==> config.mk <==
export PLATFORM = sky130hd
export DESIGN_NAME = rx_dest_filter
export DESIGN_NICKNAME = d
export VERILOG_FILES = /design/src/rtl/rx_dest_filter_pkg.sv /design/src/rtl/rxf_byte_track.sv /design/src/rtl/rxf_crc_acc.sv /design/src/rtl/rxf_addr_cmp.sv /design/src/rtl/rxf_hash_sel.sv /design/src/rtl/rx_dest_filter.sv
export SDC_FILE = /design/constraint.sdc
export NUM_CORES = 1
export LEC_CHECK = 0
export BUFFER_PORTS_ARGS = -buffer_cell sky130_fd_sc_hd__buf_2
export CAP_MARGIN = 20
export CORE_MARGIN = 1.5
export CORE_UTILIZATION = 40
export DETAILED_ROUTE_END_ITERATION = 6
export HOLD_SLACK_MARGIN = 0.06
export PLACE_DENSITY_LB_ADDON = 0.15
export SLEW_MARGIN = 40
export SYNTH_ARGS = -nofsm -noshare
export SYNTH_HDL_FRONTEND = slang
export SYNTH_HIERARCHICAL = 1
export SYNTH_SLANG_ARGS = --single-unit
==> constraint.sdc <==
create_clock -name clk -period 4.45 [get_ports clk]
set_input_delay 0.445 -clock clk [delete_from_list [all_inputs] [get_ports clk]]
set_output_delay 0.445 -clock clk [all_outputs]
set_load 0.01 [all_outputs]
==> src/rtl/rx_dest_filter_pkg.sv <==
package rx_dest_filter_pkg;
  localparam logic [31:0] CRC_POLY_REFL = 32'hEDB88320;
  localparam logic [31:0] CRC_SEED      = 32'hFFFFFFFF;

  typedef struct packed {
    logic accept;
    logic store;
    logic mcast;
    logic bcast;
  } verdict_t;
endpackage

==> src/rtl/rxf_byte_track.sv <==
module rxf_byte_track #(
  parameter int ADDR_BYTES = 6,
  localparam int POS_W = $clog2(ADDR_BYTES + 1)
) (
  input  logic             clk,
  input  logic             rst_n,
  input  logic             in_valid,
  input  logic             in_first,
  output logic             take,
  output logic [POS_W-1:0] pos,
  output logic             last
);
  logic [POS_W-1:0] cnt_q;

  always_comb begin
    pos  = in_first ? '0 : cnt_q;
    take = in_valid && (in_first || (cnt_q < POS_W'(ADDR_BYTES)));
    last = take && (pos == POS_W'(ADDR_BYTES - 1));
  end

  always_ff @(posedge clk) begin
    if (!rst_n)    cnt_q <= POS_W'(ADDR_BYTES);
    else if (take) cnt_q <= pos + 1'b1;
  end

  AST_CNT_RANGE: assert property (@(posedge clk) disable iff (!rst_n)
    cnt_q <= POS_W'(ADDR_BYTES));
endmodule

==> src/rtl/rxf_crc_acc.sv <==
module rxf_crc_acc
  import rx_dest_filter_pkg::*;
#(
  parameter int DATA_W = 8
) (
  input  logic              clk,
  input  logic              rst_n,
  input  logic              take,
  input  logic              restart,
  input  logic [DATA_W-1:0] data,
  output logic [31:0]       crc_next
);
  logic [31:0] crc_q;

  function automatic logic [31:0] crc_bytes(input logic [31:0] c_in,
                                            input logic [DATA_W-1:0] d);
    logic [31:0] c;
    c = c_in;
    for (int b = 0; b < DATA_W; b++) begin
      if (c[0] ^ d[b]) c = (c >> 1) ^ CRC_POLY_REFL;
      else             c = c >> 1;
    end
    return c;
  endfunction

  assign crc_next = crc_bytes(restart ? CRC_SEED : crc_q, data);

  always_ff @(posedge clk) begin
    if (!rst_n)    crc_q <= CRC_SEED;
    else if (take) crc_q <= crc_next;
  end
endmodule

==> src/rtl/rxf_addr_cmp.sv <==
module rxf_addr_cmp #(
  parameter int DATA_W     = 8,
  parameter int ADDR_BYTES = 6,
  localparam int POS_W = $clog2(ADDR_BYTES + 1)
) (
  input  logic                         clk,
  input  logic                         rst_n,
  input  logic                         take,
  input  logic [POS_W-1:0]             pos,
  input  logic [DATA_W-1:0]            data,
  input  logic [ADDR_BYTES*DATA_W-1:0] stn_addr,
  output logic                         match_n,
  output logic                         ones_n,
  output logic                         grp_n
);
  logic [DATA_W-1:0] stn_b [ADDR_BYTES];
  logic match_q, ones_q, grp_q;
  logic [DATA_W-1:0] ref_b;

  for (genvar k = 0; k < ADDR_BYTES; k++) begin : g_unpack
    assign stn_b[k] = stn_addr[k*DATA_W +: DATA_W];
  end

  always_comb begin
    ref_b = '0;
    for (int k = 0; k < ADDR_BYTES; k++)
      if (pos == POS_W'(k)) ref_b = stn_b[k];
  end

  always_comb begin
    if (pos == '0) begin
      match_n = (data == ref_b);
      ones_n  = &data;
      grp_n   = data[0];
    end else begin
      match_n = match_q && (data == ref_b);
      ones_n  = ones_q && (&data);
      grp_n   = grp_q;
    end
  end

  always_ff @(posedge clk) begin
    if (!rst_n) begin
      match_q <= 1'b0;
      ones_q  <= 1'b0;
      grp_q   <= 1'b0;
    end else if (take) begin
      match_q <= match_n;
      ones_q  <= ones_n;
      grp_q   <= grp_n;
    end
  end

  AST_BCAST_IS_GROUP: assert property (@(posedge clk) disable iff (!rst_n)
    ones_q |-> grp_q);
endmodule

==> src/rtl/rxf_hash_sel.sv <==
module rxf_hash_sel #(
  parameter int HASH_BITS = 6,
  localparam int TBL_BITS  = 1 << HASH_BITS,
  localparam int TBL_BYTES = TBL_BITS / 8
) (
  input  logic [31:0]         crc,
  input  logic [TBL_BITS-1:0] table_bits,
  output logic                hit
);
  logic [HASH_BITS-1:0] idx;
  logic [7:0]           tbl_b [TBL_BYTES];

  for (genvar i = 0; i < HASH_BITS; i++) begin : g_rev
    assign idx[i] = crc[HASH_BITS-1-i];
  end

  for (genvar n = 0; n < TBL_BYTES; n++) begin : g_bytes
    assign tbl_b[n] = table_bits[n*8 +: 8];
  end

  assign hit = tbl_b[idx[HASH_BITS-1:3]][idx[2:0]];
endmodule

==> src/rtl/rx_dest_filter.sv <==
module rx_dest_filter
  import rx_dest_filter_pkg::*;
#(
  parameter int DATA_W     = 8,
  parameter int ADDR_BYTES = 6,
  parameter int HASH_BITS  = 6,
  localparam int POS_W    = $clog2(ADDR_BYTES + 1),
  localparam int TBL_BITS = 1 << HASH_BITS
) (
  input  logic                         clk,
  input  logic                         rst_n,
  input  logic                         in_valid,
  output logic                         in_ready,
  input  logic                         in_first,
  input  logic [DATA_W-1:0]            in_data,
  input  logic [ADDR_BYTES*DATA_W-1:0] stn_addr,
  input  logic [TBL_BITS-1:0]          hash_tbl,
  input  logic                         cfg_bcast,
  input  logic                         cfg_mcast,
  input  logic                         cfg_prom,
  input  logic                         cfg_monitor,
  output logic                         dec_valid,
  output logic                         dec_accept,
  output logic                         dec_store,
  output logic                         dec_mcast,
  output logic                         dec_bcast
);
  logic             take, last;
  logic [POS_W-1:0] pos;
  logic [31:0]      crc_next;
  logic             match_n, ones_n, grp_n, hit;
  verdict_t         v_n, v_q;
  logic             valid_q;

  assign in_ready = 1'b1;

  rxf_byte_track #(.ADDR_BYTES(ADDR_BYTES)) u_track (
    .clk(clk), .rst_n(rst_n), .in_valid(in_valid), .in_first(in_first),
    .take(take), .pos(pos), .last(last));

  rxf_crc_acc #(.DATA_W(DATA_W)) u_crc (
    .clk(clk), .rst_n(rst_n), .take(take), .restart(pos == '0),
    .data(in_data), .crc_next(crc_next));

  rxf_addr_cmp #(.DATA_W(DATA_W), .ADDR_BYTES(ADDR_BYTES)) u_cmp (
    .clk(clk), .rst_n(rst_n), .take(take), .pos(pos), .data(in_data),
    .stn_addr(stn_addr), .match_n(match_n), .ones_n(ones_n), .grp_n(grp_n));

  rxf_hash_sel #(.HASH_BITS(HASH_BITS)) u_hash (
    .crc(crc_next), .table_bits(hash_tbl), .hit(hit));

  always_comb begin
    v_n.bcast = ones_n;
    v_n.mcast = grp_n;
    if (cfg_prom)    v_n.accept = 1'b1;
    else if (ones_n) v_n.accept = cfg_bcast;
    else if (grp_n)  v_n.accept = cfg_mcast && hit;
    else             v_n.accept = match_n;
    v_n.store = v_n.accept && !cfg_monitor;
  end

  always_ff @(posedge clk) begin
    if (!rst_n) begin
      valid_q <= 1'b0;
      v_q     <= '0;
    end else begin
      valid_q <= last;
      if (last) v_q <= v_n;
    end
  end

  assign dec_valid  = valid_q;
  assign dec_accept = v_q.accept;
  assign dec_store  = v_q.store;
  assign dec_mcast  = v_q.mcast;
  assign dec_bcast  = v_q.bcast;

  AST_DEC_ONE_CYCLE: assert property (@(posedge clk) disable iff (!rst_n)
    dec_valid |=> !dec_valid);
  AST_DEC_AFTER_BYTE: assert property (@(posedge clk) disable iff (!rst_n)
    dec_valid |-> $past(in_valid));
  AST_PROM_ACCEPTS: assert property (@(posedge clk) disable iff (!rst_n)
    (dec_valid && $past(cfg_prom)) |-> dec_accept);
  AST_STORE_NEEDS_ACCEPT: assert property (@(posedge clk) disable iff (!rst_n)
    (dec_valid && dec_store) |-> dec_accept);
  AST_BCAST_FLAGS_GROUP: assert property (@(posedge clk) disable iff (!rst_n)
    (dec_valid && dec_bcast) |-> dec_mcast);
endmodule

== Word level (Yosys, flattened, before mapping) ==
Cells that the tools add are included.

* Bits in registers: 43
* Input bits: 128
* Output and inout bits: 6
* Word-level logic and storage cells: 74

* $add $sub $neg: 1
* Magnitude comparators: 3
* Eq/ne operators: 6
* Multiplexer cells: 27
* Bitwise logic cells: 17
* Reductions and logical operators: 10

{| class="wikitable"
|+ Operators by type and width
! operator !! number
|-
| two-way mux 32 bit || 9
|-
| NOT 13 -> 14 bit || 8
|-
| two-way mux 8 bit || 8
|-
| binary-select mux 8 bit (select 3 bit) || 1
|-
| == test 8 bit || 1
|-
| AND reduction 8 bit || 1
|-
| bitwise XOR 1 bit || 8
|-
| two-way mux 1 bit || 7
|-
| == test 3 x 2 -> 1 bit, second input constant || 2
|-
| == test 3 bit, second input constant || 2
|-
| logical AND 1 bit || 6
|-
| greater-or-equal comparator 4 bit, second input constant || 1
|-
| less-than comparator 3 x 4 -> 1 bit, second input constant || 1
|-
| NOT 3 -> 4 bit || 1
|-
| adder 3 x 1 -> 3 bit, second input constant || 1
|-
| binary-select mux 1 bit (select 3 bit) || 1
|-
| == test 3 x 1 -> 1 bit, second input constant || 1
|-
| zero test 3 bit || 1
|-
| less-than comparator 3 bit, second input constant || 1
|-
| two-way mux 3 bit || 1
|-
| zero test 1 bit || 1
|-
| logical OR 1 bit || 1
|}

== Logic depth before layout (Yosys ltp) ==
Gate-level depths: netlist of the first run.

* Depth after elaboration: 30
* Depth in mapped cells: 20
* Mapped depth without buffers: 16

== Cells and area by module ==
Netlist of the first run, hierarchy kept.

{| class="wikitable"
|+ By module, submodules not included
! module !! times used !! cells each !! area an instance (sq um) !! seq. area each (sq um)
|-
| rxf_crc_acc || 1 || 300 || 2454.9 || 640.6
|-
| rxf_addr_cmp || 1 || 127 || 923.4 || 60.1
|-
| rxf_hash_sel || 1 || 62 || 600.6 || 0.0
|-
| rx_dest_filter || 1 || 24 || 235.2 || 100.1
|-
| rxf_byte_track || 1 || 22 || 193.9 || 60.1
|}

== Least setup slack after synthesis of the first run ==
OpenSTA, ideal clock, no wires.

* Path type: input-to-reg
* From: input port in_first
* To: register v_q, in the netlist dec_accept
* Library setup time: 0.126 ns
* Arrival: 3.673 ns
* Data required time: 4.324 ns
* Setup slack: 0.651 ns
* Cell stages on the path: 18
* Path through: nand2b_1 inv_1 nor3_1 buf_2 buf_2 buf_2 nor2_1 xor2_1 xnor2_1 buf_6 mux4_2 o2111ai_1 nand3_1 a211oi_2 a211oi_2 and4b_1 a21oi_2 a31oi_2

* Cells in the longest elaborated chain, start to end: 24
* Elaborated cells on any way between the ends: 56
* Classes of those cells: 6 x eq/ne; 27 x mux; 17 x bitwise; 6 x reduce/logical

{| class="wikitable"
|+ Ends and longest elaborated chain
! what !! RTL line !! RTL
|-
| start, declared || rx_dest_filter.sv:14 || <nowiki>input logic in_first,</nowiki>
|-
| two-way mux 3 bit (*) || rxf_byte_track.sv:16 || <nowiki>pos = in_first ? '0 : cnt_q;</nowiki>
|-
| via pos[1] || rx_dest_filter.sv:29 || <nowiki>logic [POS_W-1:0] pos;</nowiki>
|-
| zero test 3 bit (*) || rx_dest_filter.sv:42 || <nowiki>.clk(clk), .rst_n(rst_n), .take(take), .restart(pos == '0),</nowiki>
|-
| two-way mux 32 bit (*) || rxf_crc_acc.sv:26 || <nowiki>assign crc_next = crc_bytes(restart ? CRC_SEED : crc_q, data);</nowiki>
|-
| bitwise XOR 1 bit or NOT 13 -> 14 bit (tied branches) || n/a ||
|-
| two-way mux 32 bit (*) || rxf_crc_acc.sv:20 || <nowiki>if (c[0] ^ d[b]) c = (c >> 1) ^ CRC_POLY_REFL;</nowiki>
|-
| NOT 13 -> 14 bit (no line) || n/a ||
|-
| two-way mux 32 bit (*) (3 in series) || rxf_crc_acc.sv:20 ||
|-
| (+5 left out) || n/a ||
|-
| via crc_next[2] || rx_dest_filter.sv:30 || <nowiki>logic [31:0] crc_next;</nowiki>
|-
| (+2 left out) || n/a ||
|-
| two-way mux 8 bit (not written as such) (*) (2 in series) || rxf_hash_sel.sv:21 || <nowiki>assign hit = tbl_b[idx[HASH_BITS-1:3]][idx[2:0]];</nowiki>
|-
| binary-select mux 1 bit (select 3 bit) (*) || rxf_hash_sel.sv:21 ||
|-
| two-way mux 1 bit (not written as such) (*) || rxf_hash_sel.sv:21 ||
|-
| via hit || rx_dest_filter.sv:31 || <nowiki>logic match_n, ones_n, grp_n, hit;</nowiki>
|-
| logical AND 1 bit (*) || rx_dest_filter.sv:57 || <nowiki>else if (grp_n) v_n.accept = cfg_mcast && hit;</nowiki>
|-
| two-way mux 1 bit (*) || rx_dest_filter.sv:57 ||
|-
| two-way mux 1 bit (*) || rx_dest_filter.sv:56 || <nowiki>else if (ones_n) v_n.accept = cfg_bcast;</nowiki>
|-
| two-way mux 1 bit (*) || rx_dest_filter.sv:55 || <nowiki>if (cfg_prom) v_n.accept = 1'b1;</nowiki>
|-
| end signal, assigned || rx_dest_filter.sv:68 || <nowiki>if (last) v_q <= v_n;</nowiki>
|-
| end, declared || rx_dest_filter.sv:32 || <nowiki>verdict_t v_n, v_q;</nowiki>
|}

Mark *: on every way through the listed nets, which the timed path passes. The rest lies on a longest branch. The select of a mux whose other input is x is not followed.
A chain may end at the register's enable or synchronous reset.

== Final worst setup path of the first run ==
* From: register u_track.cnt_q[1]
* To: register v_q, in the netlist dec_accept

* Cells in the longest elaborated chain, start to end: 24
* Elaborated cells on any way between the ends: 57
* Classes of those cells: 1 x order compare; 6 x eq/ne; 27 x mux; 17 x bitwise; 6 x reduce/logical

{| class="wikitable"
|+ Ends and longest elaborated chain
! what !! RTL line !! RTL
|-
| start, declared || rxf_byte_track.sv:13 || <nowiki>logic [POS_W-1:0] cnt_q;</nowiki>
|-
| start signal, assigned || rxf_byte_track.sv:22 || <nowiki>if (!rst_n) cnt_q <= POS_W'(ADDR_BYTES);</nowiki>
|-
| start signal, assigned || rxf_byte_track.sv:23 || <nowiki>else if (take) cnt_q <= pos + 1'b1;</nowiki>
|-
| two-way mux 3 bit (*) || rxf_byte_track.sv:16 ||
|-
| via pos[1] || rx_dest_filter.sv:29 ||
|-
| zero test 3 bit (*) || rx_dest_filter.sv:42 ||
|-
| two-way mux 32 bit (*) || rxf_crc_acc.sv:26 ||
|-
| bitwise XOR 1 bit or NOT 13 -> 14 bit (tied branches) || n/a ||
|-
| two-way mux 32 bit (*) || rxf_crc_acc.sv:20 ||
|-
| NOT 13 -> 14 bit (no line) || n/a ||
|-
| two-way mux 32 bit (*) (3 in series) || rxf_crc_acc.sv:20 ||
|-
| (+5 left out) || n/a ||
|-
| via crc_next[2] || rx_dest_filter.sv:30 ||
|-
| (+2 left out) || n/a ||
|-
| two-way mux 8 bit (not written as such) (*) (2 in series) || rxf_hash_sel.sv:21 ||
|-
| binary-select mux 1 bit (select 3 bit) (*) || rxf_hash_sel.sv:21 ||
|-
| two-way mux 1 bit (not written as such) (*) || rxf_hash_sel.sv:21 ||
|-
| via hit || rx_dest_filter.sv:31 ||
|-
| logical AND 1 bit (*) || rx_dest_filter.sv:57 ||
|-
| two-way mux 1 bit (*) || rx_dest_filter.sv:57 ||
|-
| two-way mux 1 bit (*) || rx_dest_filter.sv:56 ||
|-
| two-way mux 1 bit (*) || rx_dest_filter.sv:55 ||
|}

Marked as above.

==> results.toml, run 1 <==
[outcome]
status = "completed"

[logic_synthesis]
synthCells = 531
synth-warning-count = 6
syn_nets = 661
netlist_area_um2 = 4380
avgSynthCellArea_um2 = 8.25

[cells_and_area]
diodes = 0
drive_above_1_share_pct = 30.4
nFillCells = 1082
nets = 777
syn2layout_area_growth_pct = 19.7

[clocking]
cts.htree.levels = 2
cts.reportedPaths.clkPinSlew_ps = 80
cts_setup_buffers = 0
cts_buffers = 5
cts_num_sinks = 43
cts_tree = "done"
cts-root-buf = "clkbuf_8"
cts-hold-fix-buffers = 0
clkLatencyLatePin_ps = 310
ctsResizeCount = 0
clockBufferDepth = 2

[sta]
worst_pin_slew_ps = 717
hold_viol = 0
grt_setup_unrepaired = "false"
finalClockSkew_ps = 6.38
drv_slew = 0
finalSetupViolCount = 0
relSlewSlack_pct = 52.0
fmax_ghz = 0.255
period_share_pct = 88.1
layout_min_cycle_time_ps = 3920
fin_tns_setup_ps = 0

[route]
num_vias = 4194
viasPerCell = 5.33
wl_mm = 12.2
ant_nets = 0
drtIter0Drc = 221
drc = 0
wl_per_cell_um = 15.6
drtPass1Iterations = 4

[power]
powerDensity_nw_per_um2 = 414
total_leakage_power_nw = 2.24
peakVddDrop_mv = 0.232
total_power_w = 0.00217

[floorplanning]
initial_core_util_pct = 40.8
rows = 38
die_area_um2 = 11600
top_level_ports = 134
die_w_um = 108
core_um2 = 10700
die_height_um = 108

[place]
gp_congestion = 0.896
numPortBuffers = 132
post-dp-hpwl_mm = 9.47

[setup_path]
end_kind = "register"
cp_slowest_cell = "xnor2_2"
arrival_ps = 4090
crit_fanout = 17
crit_type = "reg -> reg"
path_buf_inv = 3
start_kind = "register"
crit_chain = "nand2b_1 > inv_1 > nor3_2 > buf_4 > nor2_1 > xnor2_2 > xor2_1 > xnor2_2 > buf_4 > nor2b_1 > a2111oi_0 > nor4_1 > a211oi_2 > a211oi_2 > and4b_1 > a21oi_2 > a31oi_2"
max_stage_delay_ps = 440
cp.required_ps = 4620
critPathTopFamily = "compound AO/OA/AOI/OAI gates"

[hold_path]
holdCritPathClass = "in -> reg"

[global_route]
grt_pass1_wl_mm = 20.0
grt_use_total_pct = 21.8
antenna_found_initial = 0
grt_pass1_vias = 4167
grt_overflow_total = 0
grt_max_degree = 45

[flow_run]
drv_cap = 0
==> cell type report <==
class	instances	area, µm²	area share (%)
clock buffers	6	72.6	1.38
clock inverters	1	30.0	0.572
inverters	14	52.6	1.00
multi-input cells	437	3290	62.7
flip-flops and latches	43	861	16.4
well taps	140	175	3.34
repair buffers	146	766	14.6
==> worst paths after layout <==
check | startpoint | end | slack [ps] | cells past startpoint
worst min-delay path | cfg_monitor | dec_store | 430 | 3
worst max-delay path | u_track/cnt_q[1] | dec_accept | 530 | 17
worst max register to register | u_track/cnt_q[1] | dec_accept | 530 | 17
worst min register to register | u_crc/crc_q[31] | u_crc/crc_q[31] | 490 | 2
==> flip-flops by register name (all words and copies together), names as in the netlist <==
name / count
dec_accept: 1
u_crc/crc_q: 32
dec_mcast: 1
dec_bcast: 1
u_cmp/grp_q: 1
dec_valid: 1
dec_store: 1
u_cmp/ones_q: 1
u_cmp/match_q: 1
u_track/cnt_q: 3
==> tightest hold or removal path: stages <==
cell and delay (ps):
buf_2 70, nand3b_1 110, o21bai_1 60
==> layer usage <==
layer	global-route usage, %	share of wire [%]
met1	27.2	43
met2	37.7	48
met4	7.71	2.6
met5	0	0
met3	3.69	6.1
==> layout by cell type (no fill, tap or decap), types with 5 or more instances in the layout <==
master / count
nand3_1: 13
o211ai_1: 10
o21ai_0: 27
dfxtp_1: 43
nor2b_1: 13
xnor2_2: 8
xnor2_1: 46
inv_1: 13
nand3b_1: 5
a21oi_1: 11
a211o_1: 5
nor3_1: 12
nand2_1: 28
mux2_2: 5
buf_4: 14
clkbuf_8: 5
a211oi_1: 13
mux4_2: 12
buf_2: 132
xor2_1: 25
mux2i_1: 25
nand2b_1: 11
xnor3_1: 5
nor2_1: 92
o22ai_1: 6
==> metrics by stage <==
| step | worst slack (ps) | area [µm²] | cells | utilization [%] | hold WS, ps |
|---|---|---|---|---|---|
| after floorplan | 651 | 4380 | 531 | - | 442 |
| after global placement | 338 | 5140 | 780 | 47.8 | 461 |
| after detailed placement | 280 | 5140 | 780 | 47.8 | 464 |
| after CTS | 509 | 5240 | 787 | 48.8 | 421 |
| after global routing | 110 | 5250 | 787 | 48.8 | 439 |
| final | 529 | 5250 | 787 | 48.8 | 431 |
==> power by group <==
part	leakage (nW)	switching, W	internal [W]
logic	1.84	0.000685	0.000678
registers	0.354	0.0000571	0.000448
clock network	0.0513	0.000140	0.000165
(Power assumes the default switching activity.)
==> inputs of run 2 (changes only) <==
--- a/config.mk
+++ b/config.mk
@@ -7,6 +7,7 @@
 export LEC_CHECK = 0
 export BUFFER_PORTS_ARGS = -buffer_cell sky130_fd_sc_hd__buf_2
 export CAP_MARGIN = 20
+export CORE_ASPECT_RATIO = 1.75
 export CORE_MARGIN = 1.5
 export CORE_UTILIZATION = 40
 export DETAILED_ROUTE_END_ITERATION = 6
==> run 2 against run 1 <==
Against the previous run: combinational power about the same; sequential cell count unchanged; global-route usage up 0.67 points; highest routed layer unchanged; largest cell class unchanged; non-clock buffer count unchanged; register-to-register slack about the same; critical path type unchanged; via count up 1.5%; clock power up 23%; hold slack better by 14 ps; clock skew about the same; critical endpoint unchanged.
==> results.toml, run 2 (synthesis gave the netlist of run 1 again) <==
[global_route]
grt_max_degree = 45
grt_use_total_pct = 22.4
grt_pass1_wl_mm = 19.9
grt_pass1_vias = 4165
grt_overflow_total = 0
antenna_found_initial = 0

[clocking]
cts.htree.levels = 2
cts-root-buf = "clkbuf_16"
cts-hold-fix-buffers = 0
clockBufferDepth = 2
cts_tree = "done"
cts_setup_buffers = 0
clkLatencyLatePin_ps = 290
cts_num_sinks = 43
cts.reportedPaths.clkPinSlew_ps = 60
ctsResizeCount = 0
cts_buffers = 5

[place]
post-dp-hpwl_mm = 10.5
numPortBuffers = 132
gp_congestion = 0.863
place_ws_ps = 270

[sta]
period_share_pct = 88.2
worst_pin_slew_ps = 762
finalClockSkew_ps = 6.05
grt_setup_unrepaired = "false"
finalWorstSetupSlack_ps = 526
relSlewSlack_pct = 49.2
hold_viol = 0
finalSetupViolCount = 0
drv_slew = 0
layout_min_cycle_time_ps = 3920
fin_tns_setup_ps = 0
fmax_ghz = 0.255

[route]
ant_nets = 0
drc = 0
drtPass1Iterations = 4
drtIter0Drc = 208
num_vias = 4259
wl_mm = 13.3
wl_per_cell_um = 17.1
viasPerCell = 5.48

[cells_and_area]
reg_top3 = "u_crc/crc_q (32), u_track/cnt_q (3)"
syn2layout_area_growth_pct = 20.4
nets = 777
final_common_cell = "buf_2"
multiInputGateArea_um2 = 3290
largest_reg_flops = 32
largest_register = "u_crc/crc_q"
diodes = 0
final_cell_mix = "132 x buf_2, 92 x nor2_1, 46 x xnor2_1"
drive_above_1_share_pct = 30.6
regArea_um2 = 861
nFillCells = 1077
final_core_util_pct = 49.3

[floorplanning]
die_height_um = 141
die_w_um = 82.1
die_area_um2 = 11600
initial_core_util_pct = 41.0
rows = 50
core_um2 = 10700
top_level_ports = 134

[setup_path]
critPathTopFamily = "simple AND/OR/NAND/NOR gates"
cp_slowest_cell = "mux4_2"
arrival_ps = 4080
crit_fanout = 19
crit_type = "reg -> reg"
start_kind = "register"
crit_chain = "nand2b_1 > inv_1 > nor3_2 > nor2_1 > xnor2_2 > xor2_1 > xnor2_2 > buf_4 > mux4_2 > nand2b_1 > a211oi_2 > a211oi_2 > and4b_1 > a21oi_2 > a31oi_2"
max_stage_delay_ps = 520
end_kind = "register"
cp.required_ps = 4600
path_buf_inv = 2

[power]
total_leakage_power_nw = 2.26
peakVddDrop_mv = 0.278
total_power_w = 0.00227
powerDensity_nw_per_um2 = 431

[hold_path]
holdCritPathClass = "in -> reg"

[flow_run]
drv_cap = 0

[outcome]
status = "completed"
==> run 2: cell types whose count changed in the layout (fill, tap and decap cells not counted) <==
cell / change
clkbuf_8: -4
clkbuf_16: +5
clkinv_2: +1
bufinv_16: -1
clkbuf_1: -1
==> run 2: final cells by class <==
cell class,instances,share of cell area [%]
Inverter,14,0.996
Sequential cell,43,16.3
Clock buffer,6,2.63
Multi-Input combinational cell,437,62.4
Clock inverter,1,0.0949
Timing Repair Buffer,146,14.5
Tap cell,130,3.08
==> run 2: per-stage QoR <==
stage / cell area, µm² / cells / hold slack [ps]
finish: 5280 / 777 / 445
global route: 5280 / 777 / 457
CTS: 5270 / 777 / 445
detailed placement: 5130 / 770 / 483
global placement: 5130 / 770 / 462
floorplan: 4380 / 531 / 442
==> run 2: worst paths after layout <==
path                                       start         endpoint  slack (ps)  cells after the start
worst max register to register  u_track/cnt_q[1]       dec_accept         530                     15
worst min-delay path                 cfg_monitor        dec_store         450                      3
worst min register to register   u_crc/crc_q[31]  u_crc/crc_q[31]         490                      2
worst max-delay path            u_track/cnt_q[1]       dec_accept         530                     15
==> run 2: report_power, final <==
| group | total (W) | internal [W] | switching [W] | leakage, nW |
|---|---|---|---|---|
| sequential | 0.000508 | 0.000449 | 0.0000593 | 0.354 |
| combinational | 0.00139 | 0.000689 | 0.000700 | 1.84 |
| clock | 0.000374 | 0.000219 | 0.000155 | 0.0727 |
| total | 0.00227 | 0.00136 | 0.000914 | 2.26 |
==> run 2: worst reg2reg max path, cell delays in order (launching register included) <==
cell and delay [ps]:
dfxtp_1 380, nand2b_1 130, inv_1 60, nor3_2 360, nor2_1 130, xnor2_2 440, xor2_1 190, xnor2_2 310
buf_4 350, mux4_2 520, nand2b_1 170, a211oi_2 210, a211oi_2 110, and4b_1 200, a21oi_2 130, a31oi_2 100
==> run 2: metal layers <==
layer	up-vias	part of all wire, %	track usage [%]
met5	-	0	0
li1	2100	-	-
met4	0	3.8	10.2
met1	2000	36	23.3
met3	31	4.0	2.32
met2	128	56	43.0
==> inputs of run 3 (changes only) <==
--- a/config.mk
+++ b/config.mk
@@ -12,8 +12,7 @@
 export CORE_UTILIZATION = 40
 export DETAILED_ROUTE_END_ITERATION = 6
 export HOLD_SLACK_MARGIN = 0.06
-export PLACE_DENSITY_LB_ADDON = 0.15
-export SLEW_MARGIN = 40
+export PLACE_DENSITY = 0.69
 export SYNTH_ARGS = -nofsm -noshare
 export SYNTH_HDL_FRONTEND = slang
 export SYNTH_HIERARCHICAL = 1
==> constraint.sdc (replaced) <==
create_clock -name clk -period 4.45 [get_ports clk]
set_input_delay 0.445 -clock clk [delete_from_list [all_inputs] [get_ports clk]]
set_output_delay 0.445 -clock clk [all_outputs]
set_load 0.05 [all_outputs]
==> run 3 against run 2 <==
Against the previous run: clock power grew 13%; via count grew 2.2%; die area is the same; global-route usage grew 0.52 points; hold slack better by 7.2 ps; setup slack hardly changed; design area grew 0.24%; clock skew is 1.8 ps higher; sequential cell count stayed put; first-iteration DRC count up 34%; critical endpoint unchanged.
==> results.toml, run 3 (synthesis gave the netlist of run 1 again) <==
[outcome]
status = "completed"

[route]
drtIter0Drc = 278
drc = 0
wl_met3_um = 539
wl_met1_mm = 5.11
ant_nets = 0
wl_mm = 13.5
top_layer_used = "met4"
dr_wl_met2_mm = 7.22
viasPerCell = 5.60
wl_per_cell_um = 17.4
num_vias = 4354
drtPass1Iterations = 5

[sta]
grt_setup_unrepaired = "false"
worst_pin_slew_ps = 974
layout_min_cycle_time_ps = 3920
drv_slew = 0
hold_ws_ps = 452
finalSetupViolCount = 0
finalWorstSetupSlack_ps = 526
hold_viol = 0
fin_tns_setup_ps = 0
relSlewSlack_pct = 34.6
fmax_ghz = 0.255
period_share_pct = 88.2
finalClockSkew_ps = 7.83

[setup_path]
cp_slowest_cell = "nor3_2"
reg2regPathDepth = 17
cp.required_ps = 4670
path_buf_inv = 3
arrival_ps = 4140
cp.depth = 17
end_kind = "register"
max_stage_delay_ps = 520
crit_chain = "nand2b_1 > inv_1 > nor3_2 > inv_1 > buf_4 > nand3_1 > nand2_2 > xnor2_1 > xor2_1 > nand2_1 > nor3_1 > nor4_1 > and3_1 > a211oi_2 > and4b_1 > a21oi_2 > a31oi_2"
critPathTopFamily = "simple AND/OR/NAND/NOR gates"
crit_fanout = 9
cpMostUsedCell = "inv_1"
start_kind = "register"
crit_type = "reg -> reg"

[floorplanning]
rows = 50
initial_core_util_pct = 41.0
die_height_um = 141
die_w_um = 82.1
core_um2 = 10700
top_level_ports = 134
die_area_um2 = 11600

[global_route]
grt_pass1_wl_mm = 20.4
antenna_found_initial = 0
grt_pass1_vias = 4195
grt_use_total_pct = 23.0
grt_max_degree = 43
grt_overflow_total = 0

[power]
pwr-share-comb_pct = 59.9
switching_share_pct = 39.9
total_power_w = 0.00233
p_sw_w = 0.000929
clkPwrFrac_pct = 18.2
peakVddDrop_mv = 0.228
internal_power_w = 0.00140
powerDensity_nw_per_um2 = 441
total_leakage_power_nw = 2.27
seq_power_share_pct = 21.9

[cells_and_area]
final_area_um2 = 5290
largest_reg_flops = 32
regArea_um2 = 861
largest_register = "u_crc/crc_q"
nets = 776
syn2layout_area_growth_pct = 20.7
diodes = 0
final_cell_mix = "132 x buf_2, 92 x nor2_1, 46 x xnor2_1"
nFillCells = 1046
reg_top3 = "u_crc/crc_q (32), u_track/cnt_q (3)"
drive_above_1_share_pct = 30.4
multiInputGateArea_um2 = 3290
final_common_cell = "buf_2"

[clocking]
cts.htree.levels = 2
cts.reportedPaths.clkPinSlew_ps = 60
cts_buffers = 5
cts-hold-fix-buffers = 0
cts-root-buf = "clkbuf_16"
cts_setup_buffers = 0
cts_num_sinks = 43
clkLatencyLatePin_ps = 290
ctsResizeCount = 0
clockBufferDepth = 2
cts_tree = "done"

[place]
place_area_um2 = 5120
post-dp-hpwl_mm = 10.7
numPortBuffers = 132
place_ws_ps = 369
gp_congestion = 1.03

[flow_run]
drv_cap = 0

[hold_path]
holdCritPathClass = "in -> reg"
holdPathStages = 3
==> run 3: tightest hold or removal path: stages <==
cell      delay (ps)
buf_2             70
nand3b_1         120
o21bai_1          60
==> run 3: area by class of cell <==
class | instances | area share [%]
multi-input combinational | 437 | 62.1
clock buffer | 5 | 2.37
inverter | 14 | 0.994
sequential | 43 | 16.3
tap | 130 | 3.08
timing repair buffer | 145 | 14.3
clock inverter | 3 | 0.828
==> run 3: stage by stage <==
stage               utilization (%)  cells
floorplan                         -    531
global placement               47.9    769
detailed placement             47.9    769
CTS                            49.4    777
global route                   49.4    777
finish                         49.4    777
==> run 3: final timing paths <==
kind,endpoint,start,slack [ps]
worst min register to register,u_track/cnt_q[0],u_track/cnt_q[0],490
worst max register to register,dec_accept,u_track/cnt_q[1],530
worst min-delay path,dec_store,cfg_monitor,450
worst max-delay path,dec_accept,u_track/cnt_q[1],530
==> run 3: power groups by stage <==
stage | Clock, W | Sequential [W] | Combinational [W]
5_1_grt | 0.000445 | 0.000518 | 0.00151
3_3_place_gp | 0 | 0.000515 | 0.00137
2_1_floorplan | 0 | 0.000484 | 0.00111
6_report | 0.000424 | 0.000510 | 0.00140
4_1_cts | 0.000433 | 0.000509 | 0.00139
3_5_place_dp | 0 | 0.000516 | 0.00138
==> run 3: routing by layer <==
metal,up-vias,track usage (%)
met4,0,12.8
met5,-,0
met2,148,41.2
met3,40,3.02
met1,2070,24.9
li1,2096,-
